**src/rtl/pwcap_pkg.sv**
```systemverilog
package pwcap_pkg;

    localparam int PRE_W  = 2;
    localparam int ADDR_W = 3;
    localparam int DATA_W = 32;

    typedef enum logic [ADDR_W-1:0] {
        REG_CTRL   = 3'd0,
        REG_STAT   = 3'd1,
        REG_WIDTH  = 3'd2,
        REG_PERIOD = 3'd3,
        REG_STAMP  = 3'd4
    } reg_addr_e;

    // control word, LSB first: off, polarity, flag enable, prescaler enable, ratio-1
    typedef struct packed {
        logic [PRE_W-1:0] ratio_m1;
        logic             pre_en;
        logic             flag_en;
        logic             pol_high;
        logic             chan_off;
    } ctrl_t;

    typedef struct packed {
        logic overrun;
        logic overflow;
        logic cap_flag;
    } stat_t;

    localparam int CTRL_BITS = $bits(ctrl_t);
    localparam int STAT_BITS = $bits(stat_t);

    localparam ctrl_t CTRL_RESET = '{ratio_m1: '0, pre_en: 1'b0, flag_en: 1'b0,
                                     pol_high: 1'b0, chan_off: 1'b1};

    // an edge that leaves the input at the active level closes a period
    function automatic logic ends_period(logic level, logic pol_high);
        return level == pol_high;
    endfunction

endpackage

```
**src/rtl/pwcap_sync.sv**
```systemverilog
module pwcap_sync #(
    parameter int STAGES = 2
) (
    input  logic clk,
    input  logic rst,
    input  logic din,
    output logic level,
    output logic toggled
);
    // STAGES synchronizer flops plus one history flop for edge detection
    logic [STAGES:0] sh_q;

    always_ff @(posedge clk) begin
        if (rst) sh_q <= '0;
        else     sh_q <= {sh_q[STAGES-1:0], din};
    end

    assign level   = sh_q[STAGES-1];
    assign toggled = sh_q[STAGES] ^ sh_q[STAGES-1];

endmodule

```
**src/rtl/pwcap_timebase.sv**
```systemverilog
module pwcap_timebase
    import pwcap_pkg::*;
#(
    parameter int CNT_W = 24
) (
    input  logic             clk,
    input  logic             rst,
    input  logic             run,
    input  logic             pre_en,
    input  logic [PRE_W-1:0] ratio_m1,
    output logic [CNT_W-1:0] count,
    output logic             wrap
);
    logic [PRE_W-1:0] psc_q;
    logic             active;
    logic             tick;

    assign active = run && pre_en;
    assign tick   = active && (psc_q >= ratio_m1);
    assign wrap   = tick && (count == {CNT_W{1'b1}});

    always_ff @(posedge clk) begin
        if (rst)          psc_q <= '0;
        else if (!active) psc_q <= '0;
        else if (tick)    psc_q <= '0;
        else              psc_q <= psc_q + 1'b1;
    end

    always_ff @(posedge clk) begin
        if (rst)       count <= '0;
        else if (tick) count <= count + 1'b1;
    end

    // counter frozen without both enables
    p_freeze_r13: assert property (@(posedge clk) disable iff (rst)
        !(run && pre_en) |=> $stable(count));

    // the counter only ever advances by one
    p_step_one_r2: assert property (@(posedge clk) disable iff (rst)
        !$stable(count) |-> count == $past(count) + 1'b1);

    // a wrap lands on zero
    p_wrap_zero_r8: assert property (@(posedge clk) disable iff (rst)
        wrap |=> count == '0);

endmodule

```
**src/rtl/pwcap_calc.sv**
```systemverilog
module pwcap_calc
    import pwcap_pkg::*;
#(
    parameter int CNT_W = 24
) (
    input  logic             clk,
    input  logic             rst,
    input  logic             run,
    input  logic             cap_valid,
    input  logic             level,
    input  logic             pol_high,
    input  logic [CNT_W-1:0] count,
    output logic [CNT_W-1:0] width_q,
    output logic [CNT_W-1:0] period_q,
    output logic [CNT_W-1:0] stamp_q
);
    logic [CNT_W-1:0] ref_q;
    logic             per_edge;
    logic [CNT_W-1:0] delta;

    assign per_edge = ends_period(level, pol_high);
    assign delta    = count - ref_q;

    always_ff @(posedge clk) begin
        if (rst)                        ref_q <= '0;
        else if (!run)                  ref_q <= '0;
        else if (cap_valid && per_edge) ref_q <= count;
    end

    always_ff @(posedge clk) begin
        if (rst) begin
            width_q  <= '0;
            period_q <= '0;
            stamp_q  <= '0;
        end else if (cap_valid) begin
            stamp_q <= count;
            if (per_edge) period_q <= delta;
            else          width_q  <= delta;
        end
    end

    // a period capture measures from the old reference to its own stamp
    p_period_calc_r4: assert property (@(posedge clk) disable iff (rst)
        (cap_valid && per_edge) |=> period_q == stamp_q - $past(ref_q));

    // a width capture never disturbs the period
    p_width_only_r5: assert property (@(posedge clk) disable iff (rst)
        (cap_valid && !per_edge) |=> $stable(period_q));

    // a parked channel holds a zero reference
    p_ref_zero_r6: assert property (@(posedge clk) disable iff (rst)
        (!run && !$past(cap_valid)) |=> ref_q == '0);

endmodule

```
**src/rtl/pwcap_channel.sv**
```systemverilog
module pwcap_channel
    import pwcap_pkg::*;
#(
    parameter int CNT_W       = 24,
    parameter int SYNC_STAGES = 2
) (
    input  logic              clk,
    input  logic              rst,
    input  logic              bus_we,
    input  logic              bus_re,
    input  logic [ADDR_W-1:0] bus_addr,
    input  logic [DATA_W-1:0] bus_wdata,
    output logic [DATA_W-1:0] bus_rdata,
    input  logic              cap_in,
    output logic              irq
);
    ctrl_t            ctrl_q;
    stat_t            stat_q;
    logic             run;
    logic             level;
    logic             toggled;
    logic             cap_valid;
    logic [CNT_W-1:0] count;
    logic             wrap;
    logic [CNT_W-1:0] width_q;
    logic [CNT_W-1:0] period_q;
    logic [CNT_W-1:0] stamp_q;
    logic [STAT_BITS-1:0] clr;
    logic             unused_wdata;

    assign unused_wdata = ^bus_wdata[DATA_W-1:CTRL_BITS];

    assign run       = !ctrl_q.chan_off;
    assign cap_valid = toggled && run;
    assign irq       = stat_q.cap_flag && ctrl_q.flag_en;

    pwcap_sync #(.STAGES(SYNC_STAGES)) u_sync (
        .clk(clk), .rst(rst), .din(cap_in), .level(level), .toggled(toggled)
    );

    pwcap_timebase #(.CNT_W(CNT_W)) u_tb (
        .clk(clk), .rst(rst), .run(run), .pre_en(ctrl_q.pre_en),
        .ratio_m1(ctrl_q.ratio_m1), .count(count), .wrap(wrap)
    );

    pwcap_calc #(.CNT_W(CNT_W)) u_calc (
        .clk(clk), .rst(rst), .run(run), .cap_valid(cap_valid), .level(level),
        .pol_high(ctrl_q.pol_high), .count(count), .width_q(width_q),
        .period_q(period_q), .stamp_q(stamp_q)
    );

    always_ff @(posedge clk) begin
        if (rst)                                   ctrl_q <= CTRL_RESET;
        else if (bus_we && bus_addr == REG_CTRL)   ctrl_q <= ctrl_t'(bus_wdata[CTRL_BITS-1:0]);
    end

    assign clr = (bus_we && bus_addr == REG_STAT) ? bus_wdata[STAT_BITS-1:0] : '0;

    // setting wins over a same-cycle clear
    always_ff @(posedge clk) begin
        if (rst) begin
            stat_q <= '0;
        end else begin
            stat_q.cap_flag <= (stat_q.cap_flag & ~clr[0]) | cap_valid;
            stat_q.overflow <= (stat_q.overflow & ~clr[1]) | wrap;
            stat_q.overrun  <= (stat_q.overrun  & ~clr[2]) | (cap_valid & stat_q.cap_flag);
        end
    end

    always_ff @(posedge clk) begin
        if (rst) begin
            bus_rdata <= '0;
        end else if (bus_re) begin
            case (bus_addr)
                REG_CTRL:   bus_rdata <= DATA_W'(ctrl_q);
                REG_STAT:   bus_rdata <= DATA_W'(stat_q);
                REG_WIDTH:  bus_rdata <= DATA_W'(width_q);
                REG_PERIOD: bus_rdata <= DATA_W'(period_q);
                REG_STAMP:  bus_rdata <= DATA_W'(stamp_q);
                default:    bus_rdata <= '0;
            endcase
        end
    end

    // a parked channel keeps its timestamp
    p_off_hold_r11: assert property (@(posedge clk) disable iff (rst)
        ctrl_q.chan_off |=> $stable(stamp_q));

    // capture on a pending flag raises overrun
    p_overrun_r9: assert property (@(posedge clk) disable iff (rst)
        (cap_valid && stat_q.cap_flag) |=> stat_q.overrun);

    // a zero written to the overflow bit keeps it
    p_keep_ovf_r10: assert property (@(posedge clk) disable iff (rst)
        (bus_we && bus_addr == REG_STAT && !bus_wdata[1] && stat_q.overflow) |=> stat_q.overflow);

    // every captured edge leaves the flag set
    p_flag_set_r3: assert property (@(posedge clk) disable iff (rst)
        cap_valid |=> stat_q.cap_flag);

endmodule

```
**config.mk**
```make
export PLATFORM = sky130hd
export DESIGN_NAME = pwcap_channel
export DESIGN_NICKNAME = d
export VERILOG_FILES = /design/src/rtl/pwcap_pkg.sv /design/src/rtl/pwcap_sync.sv /design/src/rtl/pwcap_timebase.sv /design/src/rtl/pwcap_calc.sv /design/src/rtl/pwcap_channel.sv
export SDC_FILE = /design/constraint.sdc
export NUM_CORES = 1
export LEC_CHECK = 0
export BUFFER_PORTS_ARGS = -buffer_cell sky130_fd_sc_hd__buf_4
export CAP_MARGIN = 15
export CORE_MARGIN = 4
export CORE_UTILIZATION = 55
export DETAILED_ROUTE_END_ITERATION = 16
export PLACE_DENSITY = 0.75
export SLEW_MARGIN = 20
export SYNTH_ARGS = -nofsm -noshare
export SYNTH_HDL_FRONTEND = slang
export SYNTH_SLANG_ARGS = --single-unit
```
**constraint.sdc**
```tcl
create_clock -name clk -period 3.49 [get_ports clk]
set_clock_uncertainty 0.1 [all_clocks]
set_input_delay 0.1745 -clock clk [delete_from_list [all_inputs] [get_ports clk]]
set_output_delay 0.1745 -clock clk [all_outputs]
set_load 0.01 [all_outputs]
```
* After elaboration in Yosys (flattened, before gate mapping)
Cells that the tools add are included.
** Word-level totals
- Input port bits :: 40
- Register bits :: 166
** Operators by class
- Magnitude comparators :: 1
- Muxes and demuxes :: 2
- Bitwise logic cells :: 13
- Eq/ne operators :: 6
- Reduce and logical (&&, ||, !) cells :: 14
- $add $sub $neg :: 3
** Operators with widths (number)
- $pmux W24 S5 :: 1
- $add A24 B1 Y24 const B :: 1
- $eq A24 B24 Y1 const B :: 1
- $sub A24 B24 Y24 :: 1
- $logic_and A1 B1 Y1 :: 8
- $eq A3 B2 Y1 const B :: 2
- $not A1 Y1 :: 5
- $and A1 B1 Y1 :: 4
- $reduce_and A2 Y1 :: 2
- $eq A3 B1 Y1 const B :: 1
- $eq A3 B3 Y1 const B :: 1
- $logic_not A3 Y1 :: 1
- $mux W3 :: 1
- $or A1 B1 Y1 :: 3
- $reduce_or A3 Y1 :: 1
- $add A2 B1 Y2 const B :: 1
- $ge A2 B2 Y1 :: 1
- $reduce_or A2 Y1 :: 1
- $eq A1 B1 Y1 :: 1
- $logic_not A1 Y1 :: 1
- $xor A1 B1 Y1 :: 1

* Depth between registers and ports, before layout
Gate-level depths: netlist of run 1.
- Word-level depth :: 6
- Gate-level depth with buffers :: 11

* Hierarchy
From an unflattened synthesis of run 1, not the netlist that was laid out.
** Second synthesis, totals
- Cell total of the unflattened synthesis :: 1005
- Area total of the unflattened synthesis :: 8169.1 µm²
** By module, submodules not included
- pwcap_calc :: area each 4937.2 µm², seq. area each 1921.8 µm², instances 1, cells each 615
- pwcap_channel :: area each 1781.7 µm², seq. area each 660.6 µm², instances 1, cells each 223
- pwcap_timebase :: area each 1362.6 µm², seq. area each 520.5 µm², instances 1, cells each 160
- pwcap_sync :: area each 87.6 µm², seq. area each 60.1 µm², instances 1, cells each 7

* Worst setup path after synthesis of run 1
Ideal clock, no wire load.
- Path type :: reg-to-reg
- Start :: register u_tb.count[0]
- End :: register u_calc.width_q[22]
- Setup slack :: 1020 ps
- Cell stages (with the launch flop) :: 11
- Data required time :: 3328 ps
- Path buffers :: 0
- Arrival :: 2308 ps
- Cells stage by stage :: dfxtp_1 > inv_1 > ha_1 > fa_1 > nand2b_1 > a21oi_1 > nor2_1 > o21ai_1 > a211oi_1 > or4_1 > nand3_1
** Between the ends
- Word-level cells in the longest chain between the ends :: 1
** Ends and longest elaborated chain
- from (decl) :: line pwcap_timebase.sv:11 : output logic [CNT_W-1:0] count,
- from (signal assigned) :: line pwcap_timebase.sv:31 : else if (tick) count <= count + 1'b1;
- $sub A24 B24 Y24 :: line pwcap_calc.sv:22 : assign delta = count - ref_q;
- to (signal assigned) :: line pwcap_calc.sv:38 : else width_q <= delta;
- to (decl) :: line pwcap_calc.sv:13 : output logic [CNT_W-1:0] width_q,
No other way between the ends.
A chain may end at the register's enable or synchronous reset.

* Final worst setup path of run 1
- Start :: register u_tb.count[0]
- End :: register u_calc.period_q[16]
** Between the ends
- Word-level cells in the longest chain between the ends :: 1
** Ends and longest elaborated chain
- $sub A24 B24 Y24 :: line pwcap_calc.sv:22
- to (signal assigned) :: line pwcap_calc.sv:37 : if (per_edge) period_q <= delta;
- to (decl) :: line pwcap_calc.sv:14 : output logic [CNT_W-1:0] period_q,
No other way between the ends.

==> results of run 1 <==
-- metrics by stage --
stage / hold slack (ns) / cells
floorplan: 0.203 / 1025
global placement: 0.286 / 1180
detailed placement: 0.308 / 1180
CTS: 0.0918 / 1219
global route: 0.111 / 1219
finish: 0.109 / 1219
-- power groups by stage --
| stage | registers, W | clock network (W) | logic, W |
|---|---|---|---|
| 2_1_floorplan | 0.00185 | 0 | 0.0000822 |
| 3_3_place_gp | 0.00185 | 0 | 0.000107 |
| 3_5_place_dp | 0.00185 | 0 | 0.000107 |
| 4_1_cts | 0.00181 | 0.00175 | 0.000113 |
| 5_1_grt | 0.00181 | 0.00183 | 0.000125 |
| 6_report | 0.00181 | 0.00173 | 0.000115 |
-- registers in the layout (all words and copies together) (netlist names) --
signal and cells:
u_tb.count 24, u_calc.width_q 24, bus_rdata 24, u_sync.sh_q 3, u_calc.stamp_q 24, stat_q 3
ctrl_q 6, u_tb.psc_q 2, u_calc.ref_q 24, u_calc.period_q 24
-- cell families (layout without fill, tap and decap cells) --
logic type	Yosys count	count (layout)	share of synthesized area [%]
muxes	33	33	4.20
and+or+nand+nor	427	427	25.2
buffers and inverters	105	119	5.59
xor gates and xnor gates	33	33	3.66
adders and majority gates	27	27	4.37
DFF	158	158	40.0
other	1	8	0.0474
AOI/OAI and AO/OA	234	234	16.9
-- placed cells by master, fill, tap and decap left out, types with 5 or more instances in the layout --
| cell | synthesis | routed |
|---|---|---|
| nand2_1 | 201 | 201 |
| dfxtp_1 | 158 | 158 |
| a21oi_1 | 133 | 133 |
| nor2_1 | 73 | 72 |
| buf_4 | 8 | 47 |
| nand3_1 | 45 | 45 |
| o21ai_0 | 45 | 45 |
| inv_1 | 33 | 33 |
| mux2i_1 | 32 | 32 |
| nor2b_1 | 31 | 30 |
| ha_1 | 26 | 26 |
| xor2_1 | 17 | 17 |
| clkbuf_16 | 0 | 17 |
| xnor2_1 | 16 | 16 |
| nand4_1 | 13 | 13 |
| or4_1 | 10 | 10 |
| and2_1 | 10 | 10 |
| or3_1 | 9 | 9 |
| nand2b_1 | 9 | 9 |
| o211ai_1 | 8 | 8 |
| conb_1 | 1 | 8 |
| and3_1 | 7 | 7 |
| dlygate4sd3_1 | 0 | 7 |
| a21o_1 | 6 | 6 |
| a211oi_1 | 5 | 5 |
| a31oi_1 | 5 | 5 |
-- repair_timing --
item                      in CTS  in global routing
hold buffers                   7                  0
hold endpoints to repair       9                  0
buffers inserted               0                  0
-- final cells by class --
class / instances / area (um2)
fillers: 1257 / 5170
clock inverters: 7 / 51.3
well taps: 180 / 225
repair buffers: 54 / 423
multi-input cells: 762 / 4340
flip-flops and latches: 158 / 3160
inverters: 33 / 124
clock buffers: 25 / 495
-- metal layers --
metal | vias up | GRT usage (%) | share of wire [%]
met5 | - | 0 | 0
met3 | 33 | 4.63 | 6.2
met2 | 213 | 34.5 | 43
met4 | 0 | 8.74 | 2.0
met1 | 3191 | 34.8 | 48
li1 | 3473 | - | -
-- path summary, 6_finish.rpt --
kind,end,cells after the start,slack (ns)
worst max-delay path,u_calc.period_q[16]$_SDFFE_PP0P_,10,0.56
worst max register to register,u_calc.period_q[16]$_SDFFE_PP0P_,10,0.56
worst min-delay path,bus_rdata[10]$_SDFFE_PP0P_,2,0.11
worst min register to register,u_sync.sh_q[1]$_SDFF_PP0_,1,0.33
==> results.cfg, run 1 <==
[yosys]
synth-seq-cells = 158
synth_top_area_cell = dfxtp_1
avgSynthCellArea_um2 = 7.76
synth_edf_count = 0
synth_area_mm2 = 0.00790
yosysMostFrequentCell = nand2_1
synth_cell_types = 63
synthTopCellsByCount = nand2_1, dfxtp_1, a21oi_1
synth-async-reset-ratio_pct = 0
synth_top_area_share_pct = 40.0
synthFlopType = dfxtp_1
seq_area_frac_synth_pct = 40.0
synthCells = 1018
ys_top_cells_by_area = dfxtp_1, nand2_1, a21oi_1
ys_warn_count = 0

[route]
via_count = 6910
drc = 0
wl_per_cell_um = 15.5
drt-pass1-iter-count = 6
wirelength_um = 18900
drt_iter0_markers = 554
ant_nets = 0
vias_per_cell = 5.67

[die]
start_util_pct = 56.5
die_y_um = 128
core-area_mm2 = 0.0140
dieWidth_um = 128
rows = 43
ioPinCount = 73
dieArea_mm2 = 0.0164

[setup_path]
crit_family = compound AO/OA/AOI/OAI gates
cp.required_ns = 3.76
critical_path_buf_inv_count = 1
cp_data_arrival_time_ns = 3.21
r2r_start = u_tb.count[0]$_SDFFE_PP0P_
crit_type = flip-flop to flip-flop
startpoint_type = flip-flop
slowest_stage = dfxtp_1
crit_fanout = 5
end_kind = flip-flop
crit_start = u_tb.count[0]$_SDFFE_PP0P_
max_stage_delay_ns = 0.42
cp_common_cell = a21oi_1
path_cells = inv_1 -> ha_1 -> fa_1 -> nand2b_1 -> a21oi_1 -> nor2_1 -> o21ai_1 -> a21oi_1 -> xnor2_1 -> a31o_2

[cts]
htreeDepth = 4
clkLatencyLatePin_ns = 0.43
cts_tree = done
cts.sink_count = 158
cts_root_buf = clkbuf_16
cts_max_path_buffers = 2
path_clk_slew_ns = 0.06
cts_resized = 0
numCtsBuffers = 17

[sta]
fmax_ghz = 0.341
fin_crit_sh_pct = 84.1
finalHoldViolations = 0
rsz0062_at_grt = false
min_period_ns = 2.93
relSlewSlack_pct = 36.1
setup_viol = 0
drv_slew = 0
worstMarginPinSlew_ns = 0.958
fin_tns_setup_ns = 0
fin_ws_ns = 0.556

[power]
peakVddDrop_mv = 0.353
p_switching_w = 0.000821
switching_share_pct = 22.5
clkPwrFrac_pct = 47.3
post-layout-total-power_w = 0.00365
seqPwrFrac_pct = 49.6
leakage_nw = 3.33
p_comb_share_pct = 3.2
p_int_w = 0.00283
p_per_area_mw_per_mm2 = 414

[placement]
gp_congestion = 0.942
placed_cell_area_mm2 = 0.00820
io_buffers = 38
dp_slack_ns = 0.691
hpwl_um = 12900

[outcome]
status = finished, final reports clean

[grt]
grt_pass1_wl_um = 31200
grt_overflow_total = 0
antenna_found_initial = 0
grtUsageTotal_pct = 23.7
grt_pass1_vias = 6147
grt_start_max_net_pins = 51

[job]
drv_cap = 0

[hold_path]
holdCritStartpoint = rst
hold_path.class = primary input to flip-flop

[cells_and_area]
fin_util_pct = 63.0
fin_nets = 1093
num_antenna_cells = 0
drive_above_1_share_pct = 8.66
area_growth_pct = 11.6
fin_area_mm2 = 0.00882
Power figures use the tool's default switching activity.
==> run 2, diff against run 1 <==
Settings changed: CORE_UTILIZATION 55 to 54, PLACE_DENSITY 0.75 to 0.76.
Clock period 3.49 ns to 2.4 ns, I/O delays scaled along.
==> results.cfg, run 2 (synthesized netlist as in run 1, its figures left out) <==
[route]
ant_nets = 0
drc = 0
via_count = 7281
drt_iter0_markers = 662
wl_per_cell_um = 16.4
vias_per_cell = 5.72
drt-pass1-iter-count = 5
wirelength_um = 20800

[cts]
htreeDepth = 4
cts_root_buf = clkbuf_16
clkLatencyLatePin_ns = 0.43
cts_tree = done
numCtsBuffers = 17
cts.sink_count = 158
cts_max_path_buffers = 2
path_clk_slew_ns = 0.06

[sta]
finalHoldViolations = 0
setup_viol = 2
min_period_ns = 2.43
worstMarginPinSlew_ns = 0.900
fin_crit_sh_pct = 101
relSlewSlack_pct = 40.0
rsz0062_at_grt = true
drv_slew = 0
fin_ws_ns = -0.0301
fmax_ghz = 0.412
fin_tns_setup_ns = -0.0495

[die]
ioPinCount = 73
core-area_mm2 = 0.0141
rows = 43
die_y_um = 129
dieWidth_um = 129
start_util_pct = 56.1
dieArea_mm2 = 0.0166

[cells_and_area]
area_growth_pct = 20.8
register_area_mm2 = 0.00317
fin_nets = 1148
num_antenna_cells = 0
layout_commonest_cell = nand2_1
fin_util_pct = 67.8
multi_input_area_mm2 = 0.00459
n_fill_cell = 1149
drive_above_1_share_pct = 17.1
final_cell_mix = nand2_1, dfxtp_1, a21oi_1, buf_4, nor2_1

[grt]
grt_overflow_total = 0
grt_start_max_net_pins = 71
antenna_found_initial = 0
grt_pass1_vias = 6635
grt_pass1_wl_um = 33300
grtUsageTotal_pct = 25.0

[outcome]
status = complete, but fails checks
violations = negative setup slack

[setup_path]
crit_type = flip-flop to flip-flop
end_kind = flip-flop
r2r_setup_slack_ns = -0.03
cp_data_arrival_time_ns = 2.71
cp.required_ns = 2.67
crit_fanout = 3
startpoint_type = flip-flop
endpoint = u_calc.width_q[21]$_SDFFE_PP0P_
r2r_start = u_calc.ref_q[1]$_SDFFE_PP0P_
r2r_end = u_calc.width_q[21]$_SDFFE_PP0P_
r2r_cells = 9
crit_start = u_calc.ref_q[1]$_SDFFE_PP0P_

[hold_path]
hold_path.class = primary input to flip-flop
holdCritStartpoint = rst

[placement]
dp_slack_ns = -0.105
io_buffers = 38
hpwl_um = 13900
gp_congestion = 0.944

[power]
leakage_nw = 3.70
post-layout-total-power_w = 0.00553
peakVddDrop_mv = 0.480
p_per_area_mw_per_mm2 = 579

[job]
drv_cap = 0
[run 2: cell count changes in the layout (fill, tap and decap cells not counted), sizes merged]
cell | before | now
buf | 47 | 102
inv | 36 | 33
bufinv | 0 | 3
clkbuf | 25 | 21
clkinv | 2 | 5
[run 2: metal layers]
| metal | GRT usage [%] | vias up | wire, um |
|---|---|---|---|
| li1 | - | 3586 | - |
| met1 | 35.9 | 3437 | 9660 |
| met2 | 37.6 | 227 | 9330 |
| met3 | 5.44 | 31 | 1530 |
| met4 | 7.60 | 0 | 317 |
| met5 | 0 | - | 0 |
[run 2: worst min path at each step]
stage	end	slack, ns	depth (start not counted)
after detailed placement	u_sync.sh_q[0]$_SDFF_PP0_	0.24	2
after global routing	ctrl_q[1]$_SDFFE_PP0P_	0.08	2
after CTS	stat_q[1]$_SDFF_PP0_	0.03	2
after global placement	u_sync.sh_q[0]$_SDFF_PP0_	0.24	2
final	stat_q[1]$_SDFF_PP0_	0.03	2
after floorplan	u_sync.sh_q[0]$_SDFF_PP0_	0.15	1
[run 2: what timing repair did]
| action | 4_1_cts | 5_1_grt |
|---|---|---|
| resized for setup | 7 | 46 |
| hold buffers | 7 | 0 |
| setup endpoints to repair | 18 | 39 |
| buffers inserted | 2 | 1 |
| hold endpoints to repair | 10 | 0 |
| pin swaps | 5 | 15 |
[run 2: power by group]
part | internal (W) | switching (W)
clock | 0.00163 | 0.00109
combinational | 0.0000546 | 0.000119
sequential | 0.00263 | 0.00000567
[run 2: final cells by class]
cell class	instances	share of cell area, %
clock buffer	21	4.61
timing repair buffer	109	9.01
clock inverter	10	1.48
multi-input combinational	762	48.0
sequential	158	33.2
tap	180	2.36
inverter	33	1.32
[run 2: worst max-delay path, cell delays in order (launching register included)]
cell and delay [ns]:
dfxtp_4 0.38, inv_4 0.04, ha_4 0.24, nor2b_4 0.14, o2111a_1 0.27, o211ai_1 0.17
a2111o_1 0.45, and3b_2 0.24, o31ai_2 0.20, and2_1 0.14
[run 2: stage by stage]
stage	instances	hold WS, ns	instance area (um2)
2_1_floorplan	1025	0.148	7940
3_3_place_gp	1232	0.237	8630
3_5_place_dp	1232	0.236	8630
4_1_cts	1272	0.0279	9340
5_1_grt	1273	0.0776	9550
6_report	1273	0.0300	9550
